===== src/rtl/irq_route_pkg.sv =====
`timescale 1ns/1ps
package irq_route_pkg;
  localparam int BYTE_W      = 8;
  localparam int PIC_FIELD_W = 4;
  localparam int DIS_BIT     = 7;
  localparam int SEL_W       = 3;
  localparam int SCI_LINE_W  = 5;

  localparam logic [BYTE_W-1:0] ROUTE_RESET    = 8'h80;
  localparam logic [BYTE_W-1:0] SCI_CTRL_RESET = 8'h00;

  typedef struct packed {
    logic                  valid;
    logic [SCI_LINE_W-1:0] line;
  } line_sel_t;

  function automatic line_sel_t sci_decode(input logic [SEL_W-1:0] code);
    line_sel_t r;
    r.valid = 1'b1;
    case (code)
      3'd0:    r.line = 5'd9;
      3'd1:    r.line = 5'd10;
      3'd2:    r.line = 5'd11;
      3'd3:    r.line = 5'd20;
      3'd4:    r.line = 5'd21;
      default: begin r.valid = 1'b0; r.line = '0; end
    endcase
    return r;
  endfunction
endpackage


===== src/rtl/irq_route_regs.sv =====
`timescale 1ns/1ps
module irq_route_regs
  import irq_route_pkg::*;
#(
  parameter int NUM_PIRQ = 8,
  parameter int ADDR_W   = 4
) (
  input  logic                               clk_i,
  input  logic                               rst_ni,
  input  logic                               we_i,
  input  logic [ADDR_W-1:0]                  addr_i,
  input  logic [BYTE_W-1:0]                  wdata_i,
  output logic [BYTE_W-1:0]                  rdata_o,
  output logic [NUM_PIRQ-1:0][BYTE_W-1:0]    route_o,
  output logic [BYTE_W-1:0]                  sci_ctrl_o
);
  localparam logic [ADDR_W-1:0] SCI_ADDR = ADDR_W'(NUM_PIRQ);

  logic [NUM_PIRQ-1:0][BYTE_W-1:0] route_q;
  logic [BYTE_W-1:0]               sci_ctrl_q;

  always_ff @(posedge clk_i or negedge rst_ni) begin
    if (!rst_ni) begin
      for (int n = 0; n < NUM_PIRQ; n++) route_q[n] <= ROUTE_RESET;
      sci_ctrl_q <= SCI_CTRL_RESET;
    end else if (we_i) begin
      for (int n = 0; n < NUM_PIRQ; n++)
        if (addr_i == ADDR_W'(n)) route_q[n] <= wdata_i;
      if (addr_i == SCI_ADDR) sci_ctrl_q <= wdata_i;
    end
  end

  always_comb begin
    rdata_o = '0;
    for (int n = 0; n < NUM_PIRQ; n++)
      if (addr_i == ADDR_W'(n)) rdata_o = route_q[n];
    if (addr_i == SCI_ADDR) rdata_o = sci_ctrl_q;
  end

  assign route_o    = route_q;
  assign sci_ctrl_o = sci_ctrl_q;

  // out-of-map writes leave every register untouched
  a_r1_write_ignored: assert property (@(posedge clk_i) disable iff (!rst_ni)
    (we_i && addr_i > SCI_ADDR) |=> ($stable(route_q) && $stable(sci_ctrl_q)));
endmodule


===== src/rtl/irq_route_sci.sv =====
`timescale 1ns/1ps
module irq_route_sci
  import irq_route_pkg::*;
#(
  parameter int NUM_GSI = 24
) (
  input  logic               clk_i,
  input  logic               rst_ni,
  input  logic               sci_i,
  input  logic [SEL_W-1:0]   sel_i,
  output logic [NUM_GSI-1:0] sci_hit_o
);
  logic      sci_q;
  logic      live_q;
  line_sel_t dec;

  always_ff @(posedge clk_i or negedge rst_ni) begin
    if (!rst_ni) begin
      sci_q  <= 1'b0;
      live_q <= 1'b0;
    end else begin
      sci_q  <= sci_i;
      live_q <= 1'b1;
    end
  end

  assign dec = sci_decode(sel_i);

  always_comb
    for (int g = 0; g < NUM_GSI; g++)
      sci_hit_o[g] = sci_q & dec.valid & (int'(dec.line) == g);

  // stored level is the previous cycle's input
  a_r6_sci_capture: assert property (@(posedge clk_i) disable iff (!rst_ni)
    live_q |-> (sci_q == $past(sci_i)));
endmodule


===== src/rtl/irq_route_fanin.sv =====
`timescale 1ns/1ps
module irq_route_fanin
  import irq_route_pkg::*;
#(
  parameter int NUM_PIRQ = 8,
  parameter int NUM_PIC  = 16,
  parameter int NUM_GSI  = 24,
  parameter int LINE_W   = 5
) (
  input  logic                            clk_i,
  input  logic                            rst_ni,
  input  logic [NUM_PIRQ-1:0]             pirq_i,
  input  logic [NUM_PIRQ-1:0][BYTE_W-1:0] route_i,
  input  logic [NUM_GSI-1:0]              sci_hit_i,
  output logic [NUM_PIC-1:0]              pic_o,
  output logic [NUM_GSI-1:0]              gsi_o,
  output logic [NUM_PIRQ-1:0]             route_valid_o,
  output logic [NUM_PIRQ*LINE_W-1:0]      route_line_o
);
  logic [NUM_PIRQ-1:0] pirq_q;
  logic [NUM_PIRQ-1:0] en;
  logic [NUM_PIRQ-1:0] dis;
  logic                live_q;

  always_ff @(posedge clk_i or negedge rst_ni) begin
    if (!rst_ni) begin
      pirq_q <= '0;
      live_q <= 1'b0;
    end else begin
      pirq_q <= pirq_i;
      live_q <= 1'b1;
    end
  end

  always_comb
    for (int n = 0; n < NUM_PIRQ; n++) begin
      dis[n] = route_i[n][DIS_BIT];
      en[n]  = pirq_q[n] & ~dis[n];
    end

  // shared PIC lines: wired-OR of enabled sources plus SCI below NUM_PIC
  always_comb begin
    pic_o = sci_hit_i[NUM_PIC-1:0];
    for (int l = 0; l < NUM_PIC; l++)
      for (int n = 0; n < NUM_PIRQ; n++)
        if (en[n] && int'(route_i[n][PIC_FIELD_W-1:0]) == l) pic_o[l] = 1'b1;
  end

  // fixed, unshared APIC lines
  assign gsi_o = sci_hit_i | {pirq_q, {NUM_PIC{1'b0}}};

  for (genvar n = 0; n < NUM_PIRQ; n++) begin : g_rep
    logic [PIC_FIELD_W-1:0] fld;
    logic                   v;
    logic [LINE_W-1:0]      ln;
    assign fld = route_i[n][PIC_FIELD_W-1:0];
    if ((1 << PIC_FIELD_W) > NUM_PIC) begin : g_chk
      always_comb begin
        if (dis[n]) begin
          v = 1'b1; ln = LINE_W'(NUM_PIC + n);
        end else if (int'(fld) < NUM_PIC) begin
          v = 1'b1; ln = LINE_W'(fld);
        end else begin
          v = 1'b0; ln = '0;
        end
      end
    end else begin : g_full
      always_comb begin
        v  = 1'b1;
        ln = dis[n] ? LINE_W'(NUM_PIC + n) : LINE_W'(fld);
      end
    end
    assign route_valid_o[n]               = v;
    assign route_line_o[n*LINE_W +: LINE_W] = ln;

    // device level reaches its own global line one cycle later
    a_r4_gsi_follow: assert property (@(posedge clk_i) disable iff (!rst_ni)
      (live_q && $past(pirq_i[n])) |-> gsi_o[NUM_PIC+n]);
  end

  logic unused_route_bits;
  always_comb begin
    unused_route_bits = 1'b0;
    for (int n = 0; n < NUM_PIRQ; n++)
      unused_route_bits ^= ^route_i[n][DIS_BIT-1:PIC_FIELD_W];
  end

  // nothing asserted on the PIC without a source
  a_r2_pic_quiet: assert property (@(posedge clk_i) disable iff (!rst_ni)
    (pirq_q == '0 && sci_hit_i[NUM_PIC-1:0] == '0) |-> (pic_o == '0));
  // fully disabled table keeps PIC idle apart from SCI
  a_r3_disabled: assert property (@(posedge clk_i) disable iff (!rst_ni)
    (&dis && sci_hit_i[NUM_PIC-1:0] == '0) |-> (pic_o == '0));
  // only the SCI can reach the low global lines
  a_r4_gsi_low_onehot: assert property (@(posedge clk_i) disable iff (!rst_ni)
    $onehot0(gsi_o[NUM_PIC-1:0]));
endmodule


===== src/rtl/irq_router.sv =====
`timescale 1ns/1ps
module irq_router
  import irq_route_pkg::*;
#(
  parameter int NUM_PIRQ = 8,
  parameter int NUM_PIC  = 16,
  parameter int ADDR_W   = 4
) (
  input  logic                         clk_i,
  input  logic                         rst_ni,
  input  logic [NUM_PIRQ-1:0]          pirq_i,
  input  logic                         sci_i,
  input  logic                         cfg_we_i,
  input  logic [ADDR_W-1:0]            cfg_addr_i,
  input  logic [7:0]                   cfg_wdata_i,
  output logic [7:0]                   cfg_rdata_o,
  output logic [NUM_PIC-1:0]           pic_o,
  output logic [NUM_PIC+NUM_PIRQ-1:0]  gsi_o,
  output logic [NUM_PIRQ-1:0]          route_valid_o,
  output logic [NUM_PIRQ*$clog2(NUM_PIC+NUM_PIRQ)-1:0] route_line_o
);
  localparam int NUM_GSI = NUM_PIC + NUM_PIRQ;
  localparam int LINE_W  = $clog2(NUM_GSI);

  logic [NUM_PIRQ-1:0][BYTE_W-1:0] route;
  logic [BYTE_W-1:0]               sci_ctrl;
  logic [NUM_GSI-1:0]              sci_hit;
  logic                            unused_ctrl;

  irq_route_regs #(.NUM_PIRQ(NUM_PIRQ), .ADDR_W(ADDR_W)) u_regs (
    .clk_i      (clk_i),
    .rst_ni     (rst_ni),
    .we_i       (cfg_we_i),
    .addr_i     (cfg_addr_i),
    .wdata_i    (cfg_wdata_i),
    .rdata_o    (cfg_rdata_o),
    .route_o    (route),
    .sci_ctrl_o (sci_ctrl)
  );

  irq_route_sci #(.NUM_GSI(NUM_GSI)) u_sci (
    .clk_i     (clk_i),
    .rst_ni    (rst_ni),
    .sci_i     (sci_i),
    .sel_i     (sci_ctrl[SEL_W-1:0]),
    .sci_hit_o (sci_hit)
  );

  irq_route_fanin #(
    .NUM_PIRQ (NUM_PIRQ),
    .NUM_PIC  (NUM_PIC),
    .NUM_GSI  (NUM_GSI),
    .LINE_W   (LINE_W)
  ) u_fanin (
    .clk_i         (clk_i),
    .rst_ni        (rst_ni),
    .pirq_i        (pirq_i),
    .route_i       (route),
    .sci_hit_i     (sci_hit),
    .pic_o         (pic_o),
    .gsi_o         (gsi_o),
    .route_valid_o (route_valid_o),
    .route_line_o  (route_line_o)
  );

  assign unused_ctrl = ^sci_ctrl[BYTE_W-1:SEL_W];

  // reserved select codes keep the SCI off every low global line
  a_r5_sci_reserved: assert property (@(posedge clk_i) disable iff (!rst_ni)
    (sci_ctrl[SEL_W-1:0] > 3'd4) |-> (gsi_o[NUM_PIC-1:0] == '0 && sci_hit == '0));
endmodule


===== config.mk =====
export PLATFORM = sky130hd
export DESIGN_NAME = irq_router
export DESIGN_NICKNAME = d
export VERILOG_FILES = /design/src/rtl/irq_route_pkg.sv /design/src/rtl/irq_route_regs.sv /design/src/rtl/irq_route_sci.sv /design/src/rtl/irq_route_fanin.sv /design/src/rtl/irq_router.sv
export SDC_FILE = /design/constraint.sdc
export NUM_CORES = 1
export LEC_CHECK = 0
export ABC_AREA = 1
export ABC_CLOCK_PERIOD_IN_PS = 1700
export BUFFER_PORTS_ARGS = -buffer_cell sky130_fd_sc_hd__buf_2
export CORE_AREA = 4 4 115 117
export CTS_BUF_LIST = sky130_fd_sc_hd__clkbuf_16
export DETAILED_ROUTE_END_ITERATION = 8
export DIE_AREA = 0 0 119 121
export GPL_TIMING_DRIVEN = 0
export PLACE_DENSITY = 0.73
export SYNTH_ARGS = -nofsm -noshare
export SYNTH_HDL_FRONTEND = slang
export SYNTH_HIERARCHICAL = 1
export SYNTH_SLANG_ARGS = --single-unit

===== constraint.sdc =====
create_clock -name clk_i -period 1.7 [get_ports clk_i]
set_input_delay 0.34 -clock clk_i [delete_from_list [all_inputs] [get_ports clk_i]]
set_output_delay 0.34 -clock clk_i [all_outputs]
set_load 0.02 [all_outputs]

## After elaboration in Yosys (flattened, before gate mapping)

Cells that the tools add are included.

| cells by class | value |
|---|---|
| bitwise gates (word level) | 42 |
| muxes and demuxes | 147 |
| eq/ne operators | 155 |
| reduce and logical (&&, ||, !) cells | 149 |

Operator list:

| operator | count |
|---|---|
| equality test 4 bit, second input constant | 65 |
| equality test 4 x 3 -> 1 bit, second input constant | 36 |
| two-way mux 1 bit | 129 |
| logical AND 1 bit | 128 |
| equality test 5 bit, second input constant | 16 |
| equality test 4 x 2 -> 1 bit, second input constant | 18 |
| two-way mux 8 bit | 9 |
| two-way mux 5 bit | 8 |
| equality test 4 x 1 -> 1 bit, second input constant | 9 |
| logical NOT 4 bit | 9 |
| bitwise AND 1 bit | 33 |
| one-hot mux 5 bit (5 select lines) | 1 |
| bitwise OR 24 bit | 1 |
| equality test 5 x 4 -> 1 bit, second input constant | 4 |
| AND reduction 2 bit | 9 |
| equality test 5 x 3 -> 1 bit, second input constant | 2 |
| NOT 1 bit | 8 |
| equality test 3 x 2 -> 1 bit, second input constant | 2 |
| equality test 5 x 2 -> 1 bit, second input constant | 1 |
| logical NOT 5 bit | 1 |
| OR reduction 5 bit | 1 |
| equality test 3 x 1 -> 1 bit, second input constant | 1 |
| equality test 3 bit, second input constant | 1 |
| logical NOT 3 bit | 1 |

| word-level totals | value |
|---|---|
| output and inout bits | 96 |
| bits in registers | 81 |

## Longest topological paths before layout

| depth | value |
|---|---|
| depth in word-level cells | 13 |
| depth in mapped cells | 9 |
| depth with buffers taken out | 8 |

## Cells and area by module

Netlist, hierarchy kept.

By module, submodules not included:

| module | cells each | seq. area each (sq um) | area each (sq um) | instances |
|---|---|---|---|---|
| irq_route_regs | 402 | 1,811.7 | 3,423.3 | 1 |
| irq_route_fanin | 508 | 200.2 | 2,391.0 | 1 |
| irq_route_sci | 35 | 25.0 | 226.5 | 1 |

## Least setup slack after synthesis

OpenSTA, ideal clock, no wires.

| timing path | value |
|---|---|
| path type | input to output |
| start point | in cfg_addr_i[3] |
| end point | out cfg_rdata_o[1] |
| path slack | 0.108 ns |
| path buffers | 1 |
| arrival time | 1.252 ns |
| data required time | 1.360 ns |
| cell stages on the path | 8 |
| path through | nor2_4 -> clkbuf_1 -> nand3_1 -> nand3_1 -> nor2_1 -> nand4_1 -> nand2_1 -> nand2_1 |

| on the way | value |
|---|---|
| longest elaborated chain between the ends | 10 |
| elaborated cells between the ends (all ways) | 18 |

Ends and longest elaborated chain:

| element | RTL line | source |
|---|---|---|
| start, declared | irq_router.sv:14 | `input logic [ADDR_W-1:0] cfg_addr_i,` |
| logical NOT 4 bit | irq_route_regs.sv:36 | `if (addr_i == ADDR_W'(n)) rdata_o = route_q[n];` |
| two-way mux 8 bit (8 in series) | irq_route_regs.sv:36 |  |
| two-way mux 8 bit * | irq_route_regs.sv:37 | `if (addr_i == SCI_ADDR) rdata_o = sci_ctrl_q;` |
| end, declared | irq_router.sv:16 | `output logic [7:0] cfg_rdata_o,` |

Mark *: on every way between the ends. The rest lies on a longest branch, timed or not.

## Worst setup path in the final report

| timing path | value |
|---|---|
| start point | reg u_regs.route_q, in the netlist u_regs/route_o[23] |
| end point | out cfg_rdata_o[7] |

| on the way | value |
|---|---|
| longest elaborated chain between the ends | 7 |

Ends and longest elaborated chain:

| element | RTL line | source |
|---|---|---|
| start, declared | irq_route_regs.sv:19 | `logic [NUM_PIRQ-1:0][BYTE_W-1:0] route_q;` |
| start signal, assigned by index | irq_route_regs.sv:28 | `if (addr_i == ADDR_W'(n)) route_q[n] <= wdata_i;` |
| two-way mux 8 bit (6 in series) | irq_route_regs.sv:36 |  |
| two-way mux 8 bit | irq_route_regs.sv:37 |  |

Every way passes these cells.

==> results.cfg <==
[outcome]
status = finished with violations
violations = setup timing

[floorplanning]
fp.dieH_um = 121
core_mm2 = 0.01236
io-pin-count = 120
start_util = 0.4886
die-area_mm2 = 0.01440
rows = 41
dieWidth_um = 119

[power_and_ir_drop]
p_comb_frac = 0.439
sequentialPowerShare = 0.341
internal_power_uw = 4905
ir_drop_v = 0.0006306
p_clk_frac = 0.220
p_leak_uw = 0.004467
power_density_mw_per_mm2 = 976.4
total_power_uw = 8421
switchingPower_uw = 3516
p_sw_frac = 0.4175

[detailed_routing]
drc = 0
via_count = 6637
detail-route-antenna-nets = 0
wirelength_um = 20020
first_pass_iters = 6
drt_iter0_drc = 658
viasPerCell = 5.066
wire_per_inst_um = 15.28

[clock_network]
cts_tree = yes
insertion_delay_ps = 340
clockBufferDepth = 2
cts-htree-levels = 3
cts.root.buffer_cell = clkbuf_16
cts_sinks = 81
cts_buffers = 9
cts.clk_slew.worst_paths_ps = 60

[setup_path]
cp-start-kind = register
criticalPathCategory = reg2out
timing.rr.start = u_regs/route_o[23]
arrival_ps = 1690
cp-end-kind = output pin
crit_required_ps = 1360
r2r_slack_ps = 550
r2r-end = u_regs/route_o[23]
cp-endpoint = cfg_rdata_o[7]
cp-startpoint = u_regs/route_o[23]
r2r_cells = 5
crit_fanout = 5

[global_route]
antenna_found_initial = 0
grt_pass1_vias = 5978
grt_usage = 0.2588
grt_max_degree = 64
gr-total-overflow = 0
grt_pass1_wl_um = 29640

[place]
io_buffers = 97
placed_area_mm2 = 0.006865
gp_congestion = 0.9412
place_ws_ps = -378.2
dp_hpwl_um = 14040

[yosys]
synthesis.instances = 945
avgSynthCellArea_um2 = 6.392
ys_warn_count = 6
ys_top_cells_by_area = dfrtp_1 30%, nand2_1 18%, nand3_1 9.0%, nor2_1 8.8%, inv_1 6.6%
seq_area_frac_synth = 0.3372
ys_ff_latch = 81
syn_area_mm2 = 0.006041
synth_top_area_frac = 0.3024
synth.distinct_cells = 30
yosys.area.top_type = dfrtp_1

[sta]
clock_skew_ps = 0
fin_crit_sh = 1.192
rsz0062_at_grt = true
report.final.slew_viol_count = 0
timing.final.ws_setup_ps = -325.6
min_period_ps = 2026
setup_viol = 29
clock.fmax_mhz = 493.7
hold_violations = 0

[cells_and_area]
finalInstanceArea_mm2 = 0.008625
final_cell_mix = 266 x nand2_1, 102 x inv_1, 88 x buf_4
fillers = 1020
fin_nets = 1157
syn_to_final_growth_pct = 42.77
layout_commonest_cell = nand2_1
diodes = 0
drive_gt1_frac = 0.4227

[worst_hold_path]
hp-class = in2reg

[run]
cap_violations = 0
[synthesized netlist by cell type]
cell type and instances:
nand2_1 290, nor2_1 142, nand3_1 109, inv_1 106, dfrtp_1 73, o21ai_0 60
buf_4 51, inv_2 15, o21ai_2 14, dfstp_2 8, nand4_1 8, nor2_4 8
or2_2 8, nand2_2 7, buf_2 6, nor2_2 6, a21oi_1 5, buf_6 5
nand2_4 5, clkbuf_1 3, o21bai_1 3, conb_1 2, nor3_1 2, nor3_4 2
o21ai_1 2, buf_1 1, clkinv_1 1, inv_4 1, nor2_8 1, nor3_2 1
[kinds of logic (layout without fill, tap and decap cells)]
family,after synthesis,in the layout,share of synthesized area
DFF,81,81,0.3372
AOI/OAI and AO/OA,84,84,0.07954
other,2,27,0.001243
and+or+nand+nor,589,589,0.4250
buffers and inverters,189,357,0.1570
[stage by stage]
stage | cells | setup TNS, ps | utilization | hold slack (ps)
after floorplan | 970 | 0 | - | 44.41
after global placement | 1239 | -28540 | 0.5529 | 448.7
after detailed placement | 1240 | -5128 | 0.5553 | 239.8
after CTS | 1289 | -5643 | 0.6422 | 98.05
after global routing | 1310 | -7174 | 0.6976 | 103.3
final | 1310 | -5844 | 0.6976 | 99.45
[state kept, by name, indices dropped and copies added (netlist names)]
signal	count
u_regs/route_o	64
u_fanin/pirq_q	8
u_regs/sci_ctrl_o	8
u_sci/sci_q	1
[critical path, stage by stage, from the launching register on]
cell and delay, ps:
dfstp_2 630, buf_6 140, nand3_2 70, nand3_2 80
nor2_1 50, nand4_1 110, nand2_1 70, nand2_1 80
buf_6 120
[power by group through the flow]
stage          clock, uW  combinational [uW]  sequential, uW
5_1_grt             1930                4010            2930
3_5_place_dp           0                2690            2860
6_report            1850                3690            2870
3_3_place_gp           0                2650            2850
2_1_floorplan          0                1950            2690
4_1_cts             1870                3180            2810
[metal layers]
metal	up-vias	GRT usage	wire length, um
met2	233	0.4362	10030
met1	3092	0.3410	8139
met4	0	0.1043	723
li1	3250	-	-
met3	62	0.02797	1122
met5	-	0	0
[worst min-delay path by stage]
stage	start	endpoint	cells past startpoint	slack, ps
after floorplan	rst_ni	u_fanin/pirq_q[0]	0	40
after global placement	pirq_i[5]	u_fanin/pirq_q[5]	1	450
after detailed placement	rst_ni	u_regs/route_o[20]	1	240
after CTS	pirq_i[3]	u_fanin/pirq_q[3]	1	100
after global routing	pirq_i[1]	u_fanin/pirq_q[1]	1	100
final	pirq_i[3]	u_fanin/pirq_q[3]	1	100
[cell type report]
cell class                 instances  area, um2  share of cell area
clock inverter                     7      55.05            0.006383
buffer                            66      511.7             0.05934
sequential                        81       2066              0.2395
timing repair buffer             152       1246              0.1445
inverter                         123      479.2             0.05556
tap                              172      215.2             0.02495
clock buffer                       9      225.2             0.02611
multi-input combinational        700       3826              0.4436
[what timing repair did]
item                                   CTS  global route
hold buffers                             1             0
endpoints found under the hold margin   15             0
gates cloned                             4             0
buffers inserted                        28            22
pin swaps                               61            64
resized for setup                      156           162
setup endpoints to repair               26            38
Power figures use the tool's default switching activity.
